File: src/rtl/rfill_pkg.sv
package rfill_pkg;

  // Field widths fixed by the packed vertex format
  localparam int X_W   = 11;
  localparam int Y_W   = 10;
  localparam int END_W = 11;
  localparam int PIX_W = 8;

  typedef struct packed {
    logic [X_W-1:0]   x_lo;
    logic [END_W-1:0] x_end;
    logic [Y_W-1:0]   y_lo;
    logic [END_W-1:0] y_end;
    logic [PIX_W-1:0] color;
    logic             empty;
  } rect_t;

  // Three-level grey from the attribute code
  function automatic logic [PIX_W-1:0] grey_of(input logic [7:0] code);
    if (code == 8'd0)      return PIX_W'(0);
    else if (code == 8'd7) return PIX_W'(192);
    else                   return {PIX_W{1'b1}};
  endfunction

endpackage

File: src/rtl/rfill_decode.sv
module rfill_decode
  import rfill_pkg::*;
#(
  parameter int FB_W = 1280,
  parameter int FB_H = 1024
) (
  input  logic [31:0] lw_word,
  input  logic [31:0] attr_word,
  input  logic [31:0] v1_word,
  input  logic [31:0] v2_word,
  output rect_t       rect
);

  localparam logic signed [33:0] H_LIM = 34'(FB_H);
  localparam logic [END_W-1:0]   W_LIM = END_W'(FB_W);

  logic [31:0]         adj1, adj2;
  logic [X_W-1:0]      xa, xb;
  logic [Y_W-1:0]      ya, yb;
  logic signed [33:0]  lw_q, y_stop;
  logic [END_W-1:0]    xe, ye;

  always_comb begin
    adj1   = v1_word - lw_word;
    adj2   = v2_word - lw_word;
    xa     = adj1[29:19];
    ya     = adj1[12:3];
    xb     = adj2[29:19];
    yb     = adj2[12:3];
    lw_q   = ($signed({{2{lw_word[31]}}, lw_word}) + 34'sd1) >>> 2;
    y_stop = $signed({24'd0, yb}) + lw_q;
    if (y_stop > H_LIM)         ye = END_W'(FB_H);
    else if (y_stop < 34'sd0)   ye = '0;
    else                        ye = y_stop[END_W-1:0];
    xe = (xb > W_LIM) ? W_LIM : xb;

    rect.x_lo  = xa;
    rect.x_end = xe;
    rect.y_lo  = ya;
    rect.y_end = ye;
    rect.color = grey_of(attr_word[23:16]);
    rect.empty = (xe <= END_W'(xa)) || (ye <= END_W'(ya));
  end

endmodule

File: src/rtl/rfill_walker.sv
module rfill_walker
  import rfill_pkg::*;
#(
  parameter int FB_W   = 1280,
  parameter int ADDR_W = 21
) (
  input  logic              clk,
  input  logic              rst,
  input  logic              load,
  input  rect_t             rect,
  output logic              busy,
  output logic              done,
  output logic              fb_we,
  output logic [ADDR_W-1:0] fb_addr,
  output logic [PIX_W-1:0]  fb_wdata,
  output logic              row_ev,
  output logic [Y_W-1:0]    row_y
);

  logic              run;
  logic [X_W-1:0]    col;
  logic [Y_W-1:0]    row;
  logic [ADDR_W-1:0] base;
  logic [X_W-1:0]    x_lo;
  logic [END_W-1:0]  x_end, y_end;
  logic [PIX_W-1:0]  color;
  logic              last_col, last_row;

  assign last_col = (END_W'(col) == x_end - END_W'(1));
  assign last_row = (END_W'(row) == y_end - END_W'(1));
  assign row_ev   = run && (col == x_lo);
  assign row_y    = row;
  assign busy     = run;

  always_ff @(posedge clk) begin
    if (rst) begin
      run      <= 1'b0;
      done     <= 1'b0;
      fb_we    <= 1'b0;
      fb_addr  <= '0;
      fb_wdata <= '0;
      col      <= '0;
      row      <= '0;
      base     <= '0;
      x_lo     <= '0;
      x_end    <= '0;
      y_end    <= '0;
      color    <= '0;
    end else begin
      fb_we <= 1'b0;
      done  <= 1'b0;
      if (load) begin
        col   <= rect.x_lo;
        row   <= rect.y_lo;
        base  <= ADDR_W'(rect.y_lo) * ADDR_W'(FB_W);
        x_lo  <= rect.x_lo;
        x_end <= rect.x_end;
        y_end <= rect.y_end;
        color <= rect.color;
        run   <= ~rect.empty;
        done  <= rect.empty;
      end else if (run) begin
        fb_we    <= 1'b1;
        fb_addr  <= base + ADDR_W'(col);
        fb_wdata <= color;
        if (last_col) begin
          col  <= x_lo;
          row  <= row + Y_W'(1);
          base <= base + ADDR_W'(FB_W);
          if (last_row) begin
            run  <= 1'b0;
            done <= 1'b1;
          end
        end else begin
          col <= col + X_W'(1);
        end
      end
    end
  end

endmodule

File: src/rtl/rfill_dirty.sv
module rfill_dirty
  import rfill_pkg::*;
(
  input  logic             clk,
  input  logic             rst,
  input  logic             load,
  input  logic [X_W-1:0]   x_lo,
  input  logic [END_W-1:0] x_end,
  input  logic             row_ev,
  input  logic [Y_W-1:0]   row_y,
  output logic [X_W-1:0]   x_min,
  output logic [END_W-1:0] x_max,
  output logic [Y_W-1:0]   y_min,
  output logic [Y_W-1:0]   y_max
);

  always_ff @(posedge clk) begin
    if (rst) begin
      x_min <= '1;
      x_max <= '0;
      y_min <= '1;
      y_max <= '0;
    end else begin
      if (load) begin
        if (x_lo < x_min)  x_min <= x_lo;
        if (x_end > x_max) x_max <= x_end;
      end
      if (row_ev) begin
        if (row_y < y_min) y_min <= row_y;
        if (row_y > y_max) y_max <= row_y;
      end
    end
  end

endmodule

File: src/rtl/rfill_engine.sv
module rfill_engine
  import rfill_pkg::*;
#(
  parameter int          FB_W     = 1280,
  parameter int          FB_H     = 1024,
  parameter logic [31:0] FILL_CMD = 32'h0000_0411
) (
  input  logic                             clk,
  input  logic                             rst,
  input  logic                             start,
  input  logic [31:0]                      cmd_word,
  input  logic [31:0]                      lw_word,
  input  logic [31:0]                      attr_word,
  input  logic [31:0]                      v1_word,
  input  logic [31:0]                      v2_word,
  output logic                             busy,
  output logic                             done,
  output logic                             fb_we,
  output logic [$clog2(FB_W*FB_H)-1:0]     fb_addr,
  output logic [rfill_pkg::PIX_W-1:0]      fb_wdata,
  output logic [rfill_pkg::X_W-1:0]        dirty_x_min,
  output logic [rfill_pkg::END_W-1:0]      dirty_x_max,
  output logic [rfill_pkg::Y_W-1:0]        dirty_y_min,
  output logic [rfill_pkg::Y_W-1:0]        dirty_y_max
);

  localparam int ADDR_W = $clog2(FB_W*FB_H);

  rect_t          rect;
  logic           load;
  logic           row_ev;
  logic [Y_W-1:0] row_y;

  assign load = start && !busy && (cmd_word == FILL_CMD);

  rfill_decode #(.FB_W(FB_W), .FB_H(FB_H)) u_decode (
    .lw_word  (lw_word),
    .attr_word(attr_word),
    .v1_word  (v1_word),
    .v2_word  (v2_word),
    .rect     (rect)
  );

  rfill_walker #(.FB_W(FB_W), .ADDR_W(ADDR_W)) u_walker (
    .clk     (clk),
    .rst     (rst),
    .load    (load),
    .rect    (rect),
    .busy    (busy),
    .done    (done),
    .fb_we   (fb_we),
    .fb_addr (fb_addr),
    .fb_wdata(fb_wdata),
    .row_ev  (row_ev),
    .row_y   (row_y)
  );

  rfill_dirty u_dirty (
    .clk   (clk),
    .rst   (rst),
    .load  (load),
    .x_lo  (rect.x_lo),
    .x_end (rect.x_end),
    .row_ev(row_ev),
    .row_y (row_y),
    .x_min (dirty_x_min),
    .x_max (dirty_x_max),
    .y_min (dirty_y_min),
    .y_max (dirty_y_max)
  );

endmodule

File: config.mk
export PLATFORM = sky130hd
export DESIGN_NAME = rfill_engine
export DESIGN_NICKNAME = d
export VERILOG_FILES = /design/src/rtl/rfill_pkg.sv /design/src/rtl/rfill_decode.sv /design/src/rtl/rfill_walker.sv /design/src/rtl/rfill_dirty.sv /design/src/rtl/rfill_engine.sv
export SDC_FILE = /design/constraint.sdc
export NUM_CORES = 1
export LEC_CHECK = 0
export BUFFER_PORTS_ARGS = -buffer_cell sky130_fd_sc_hd__buf_2
export CORE_ASPECT_RATIO = 0.8
export CORE_UTILIZATION = 55
export CTS_BUF_LIST = sky130_fd_sc_hd__clkbuf_8
export DETAILED_ROUTE_END_ITERATION = 8
export PLACE_DENSITY = 0.79
export SLEW_MARGIN = 20
export SYNTH_ARGS = -nofsm -noshare
export SYNTH_HDL_FRONTEND = slang
export SYNTH_SLANG_ARGS = --single-unit
File: constraint.sdc
create_clock -name clk -period 11.7 [get_ports clk]
set_input_delay 1.755 -clock clk [delete_from_list [all_inputs] [get_ports clk]]
set_output_delay 1.755 -clock clk [all_outputs]
set_load 0.02 [all_outputs]
==> impl_metrics.sql <==
INSERT INTO impl_metrics (metric_group, metric, value, unit) VALUES
('sta', 'rsz_0062_raised_after_global_routing', 'no', ''),
('layout', 'finalCoreUtilization', '63.67', '%'),
('global_routing', 'grt.met1_usage', '43.24', '%'),
('layout', 'num-nets-final', '2138', ''),
('clock_tree', 'maximum_number_of_buffers_from_clock_root_to_sink', '2', ''),
('clock_tree', 'clockRootBuffer', 'clkbuf_8', ''),
('routing', 'route.detailed.vias_per_inst', '5.998', ''),
('synthesis', 'synth_top_cell_by_area', 'dfxtp_1', ''),
('floorplan', 'boundaryPins', '237', ''),
('floorplan', 'row_count', '49', ''),
('clock_tree', 'post_cts_setup_buffer_count', '0', ''),
('sta', 'tightest_slew', '1.100', 'ns'),
('global_routing', 'global_route_track_usage_on_met3', '4.683', '%'),
('run_status', 'status', 'finished clean', ''),
('floorplan', 'chipHeight', '137.7', 'um'),
('layout', 'n_antenna_cell', '0', ''),
('synthesis', 'synth_top_cells_by_area', 'dfxtp_1, ha_1, xnor2_1, nand2_1, nor2_1', ''),
('clock_tree', 'worstSkewPairLatency', '0.46', 'ns'),
('sta', 'timing.final.max_slew_violations', '0', ''),
('layout', 'fin_cells', '2140', ''),
('worst_setup_path', 'worst-setup-path-type', 'in2reg', ''),
('routing', 'remaining_drcs', '0', ''),
('synthesis', 'synth_seq_cells', '137', ''),
('clock_tree', 'post_cts_resize_count', '0', ''),
('synthesis', 'syn_nets', '1972', ''),
('placement', 'gp_congestion', '1.007', ''),
('placement', 'dp_cells', '2107', ''),
('floorplan', 'die_w', '171.6', 'um'),
('worst_setup_path', 'data_arrival_time_of_the_critical_path', '9.45', 'ns'),
('global_routing', 'grt-ovfl-total', '0', ''),
('global_routing', 'grt_pass1_vias', '11700', ''),
('layout', 'layout_cell_share_with_drive_strength_beyond_1', '15.70', '%'),
('sta', 'timing.final.crit_period', '9.063', 'ns'),
('sta', 'finalCritPeriodShare', '77.46', '%'),
('clock_tree', 'path_clk_slew', '0.08', 'ns'),
('synthesis', 'synth.lib_cells_used.distinct', '84', ''),
('routing', 'routedWlPerCell', '16.95', 'um'),
('run', 'cap_violations', '0', ''),
('pwr', 'vdd.ir_drop.worst', '0.07068', 'mV'),
('worst_setup_path', 'path_max_fanout', '20', ''),
('sta', 'finalHoldViolCount', '0', ''),
('floorplan', 'core', '22500', 'um^2'),
('global_routing', 'antenna_found_initial', '0', ''),
('synthesis', 'postSynth.topFlopCell', 'dfxtp_1', ''),
('sta', 'setup_violations', '0', ''),
('routing', 'drt-initial-drc-count', '1112', ''),
('placement', 'placement.setup.worst_slack', '2.342', 'ns'),
('synthesis', 'synth-seq-area-share', '21.67', '%'),
('worst_setup_path', 'reg2regPathDepth', '13', ''),
('placement', 'port_buffers', '208', ''),
('hold_path', 'holdPathStages', '2', ''),
('placement', 'dpl-instance-area', '13870', 'um^2'),
('routing', 'drtPass1Iterations', '6', ''),
('worst_setup_path', 'crit_slowest_cell', 'or4_1', ''),
('synthesis', 'synth-edff-count', '0', ''),
('routing', 'drt.antenna.violating_nets', '0', ''),
('placement', 'dp.final_hpwl', '28340', 'um'),
('worst_setup_path', 'rr_endpoint', 'u_walker.row_y[6]', ''),
('floorplan', 'floorplan.die_area', '23630', 'um^2'),
('routing', 'drt-total-wl', '36280', 'um'),
('pwr', 'power-per-cell-area', '99.62', 'nW/um^2'),
('synthesis', 'postSynthAreaPerCell', '7.647', 'um^2'),
('layout', 'layout_commonest_cell', 'buf_2', ''),
('worst_setup_path', 'critical_path.n_buffers_inverters', '4', ''),
('worst_setup_path', 'cell_class_contributing_the_biggest_share_of_worst_path_delay', 'compound AO/OA/AOI/OAI gates', ''),
('clock_tree', 'tritoncts_num_sinks', '137', ''),
('layout', 'design_area', '14330', 'um^2'),
('layout', 'area_delta_synth_final', '13.19', '%'),
('synthesis', 'synth.top_cell.area_share', '21.67', '%'),
('layout', 'mostFrequentLayoutCells', 'buf_2, nand2_1, nor2_1, ha_1, dfxtp_1', ''),
('clock_tree', 'tritoncts', 'yes', '');
## per-layer routing
layer	routed length, um	part of all wire (%)	up-vias
li1	-	-	6287
met1	16830	46	5997
met5	0	0	-
met2	16130	44	496
met4	707	1.9	0
met3	2614	7.2	55
## tightest hold or removal path, delay by kind of cell (launching register included)
family / cells / cell delay (ns)
and+or+nand+nor: 1 / 0.06
AOI/OAI and AO/OA: 1 / 0.05
DFF: 1 / 0.33
## cell type report
class	count	area, um^2
Timing Repair Buffer	222	1146
Sequential cell	137	2744
Clock inverter	14	187.7
Inverter	123	461.7
Fill cell	2026	8175
Clock buffer	18	247.7
Multi-Input combinational cell	1320	9155
Tap cell	306	382.9
## report_power, final
group / total (mW) / switching, mW / leakage, nW / internal (mW)
Combinational: 0.529 / 0.318 / 4.90 / 0.211
Clock: 0.432 / 0.210 / 0.211 / 0.223
Sequential: 0.466 / 0.0000000000891 / 1.10 / 0.466
## sequential cells by signal, summed over array words and instances, names as in the netlist
signal and flops:
u_walker.x_end 11, u_walker.color 2, u_dirty.y_min 10, u_walker.busy 1, u_walker.done 1, u_dirty.y_max 10
u_walker.y_end 11, u_walker.x_lo 11, u_walker.row_y 10, u_walker.fb_we 1, u_walker.col 11, u_dirty.x_max 11
u_walker.fb_addr 21, u_walker.base 13, u_dirty.x_min 11, u_walker.fb_wdata 2
## how the worst max path moves through the flow
stage               start            end  slack, ns  cells after the start
2_1_floorplan  lw_word[2]  u_walker.done       3.59                     35
3_3_place_gp   lw_word[2]  u_walker.busy       2.59                     36
3_5_place_dp   lw_word[2]  u_walker.busy       2.34                     36
4_1_cts        lw_word[2]  u_walker.busy       2.79                     36
5_1_grt        lw_word[2]  u_walker.busy       2.07                     35
6_report       lw_word[2]  u_walker.done       2.64                     36
## through the flow
| step | total power [mW] | hold WS (ns) |
|---|---|---|
| floorplan | 0.8445 | 0.4423 |
| global placement | 0.9759 | 0.4558 |
| detailed placement | 0.9893 | 0.4652 |
| CTS | 1.417 | 0.4758 |
| global route | 1.507 | 0.4952 |
| finish | 1.427 | 0.4715 |
## kinds of logic after synthesis
| kind of cell | count (synthesis) | synth area share, % |
|---|---|---|
| adders and majority gates | 154 | 15.40 |
| buffers and inverters | 198 | 6.189 |
| DFF | 137 | 21.67 |
| xor gates and xnor gates | 132 | 9.135 |
| muxes | 42 | 3.351 |
| AOI/OAI and AO/OA | 418 | 21.83 |
| and+or+nand+nor | 574 | 22.42 |
## cells in the mapped netlist, types with 12 or more instances
cell and count:
nand2_1 157, nor2_1 154, ha_1 151, dfxtp_1 137
inv_1 120, a21oi_1 110, xnor2_1 98, o21ai_0 79
clkbuf_1 58, a21o_1 43, nand3_1 42, nor3_1 41
mux2i_1 39, xor2_1 34, nand4_1 31, nor2b_1 26
a211oi_1 22, a31oi_1 22, nor4_1 19, o21a_1 19
or3_1 17, and3_1 15, nand2b_1 15, and2_1 13
o211ai_1 12
(Power assumes the default switching activity.)
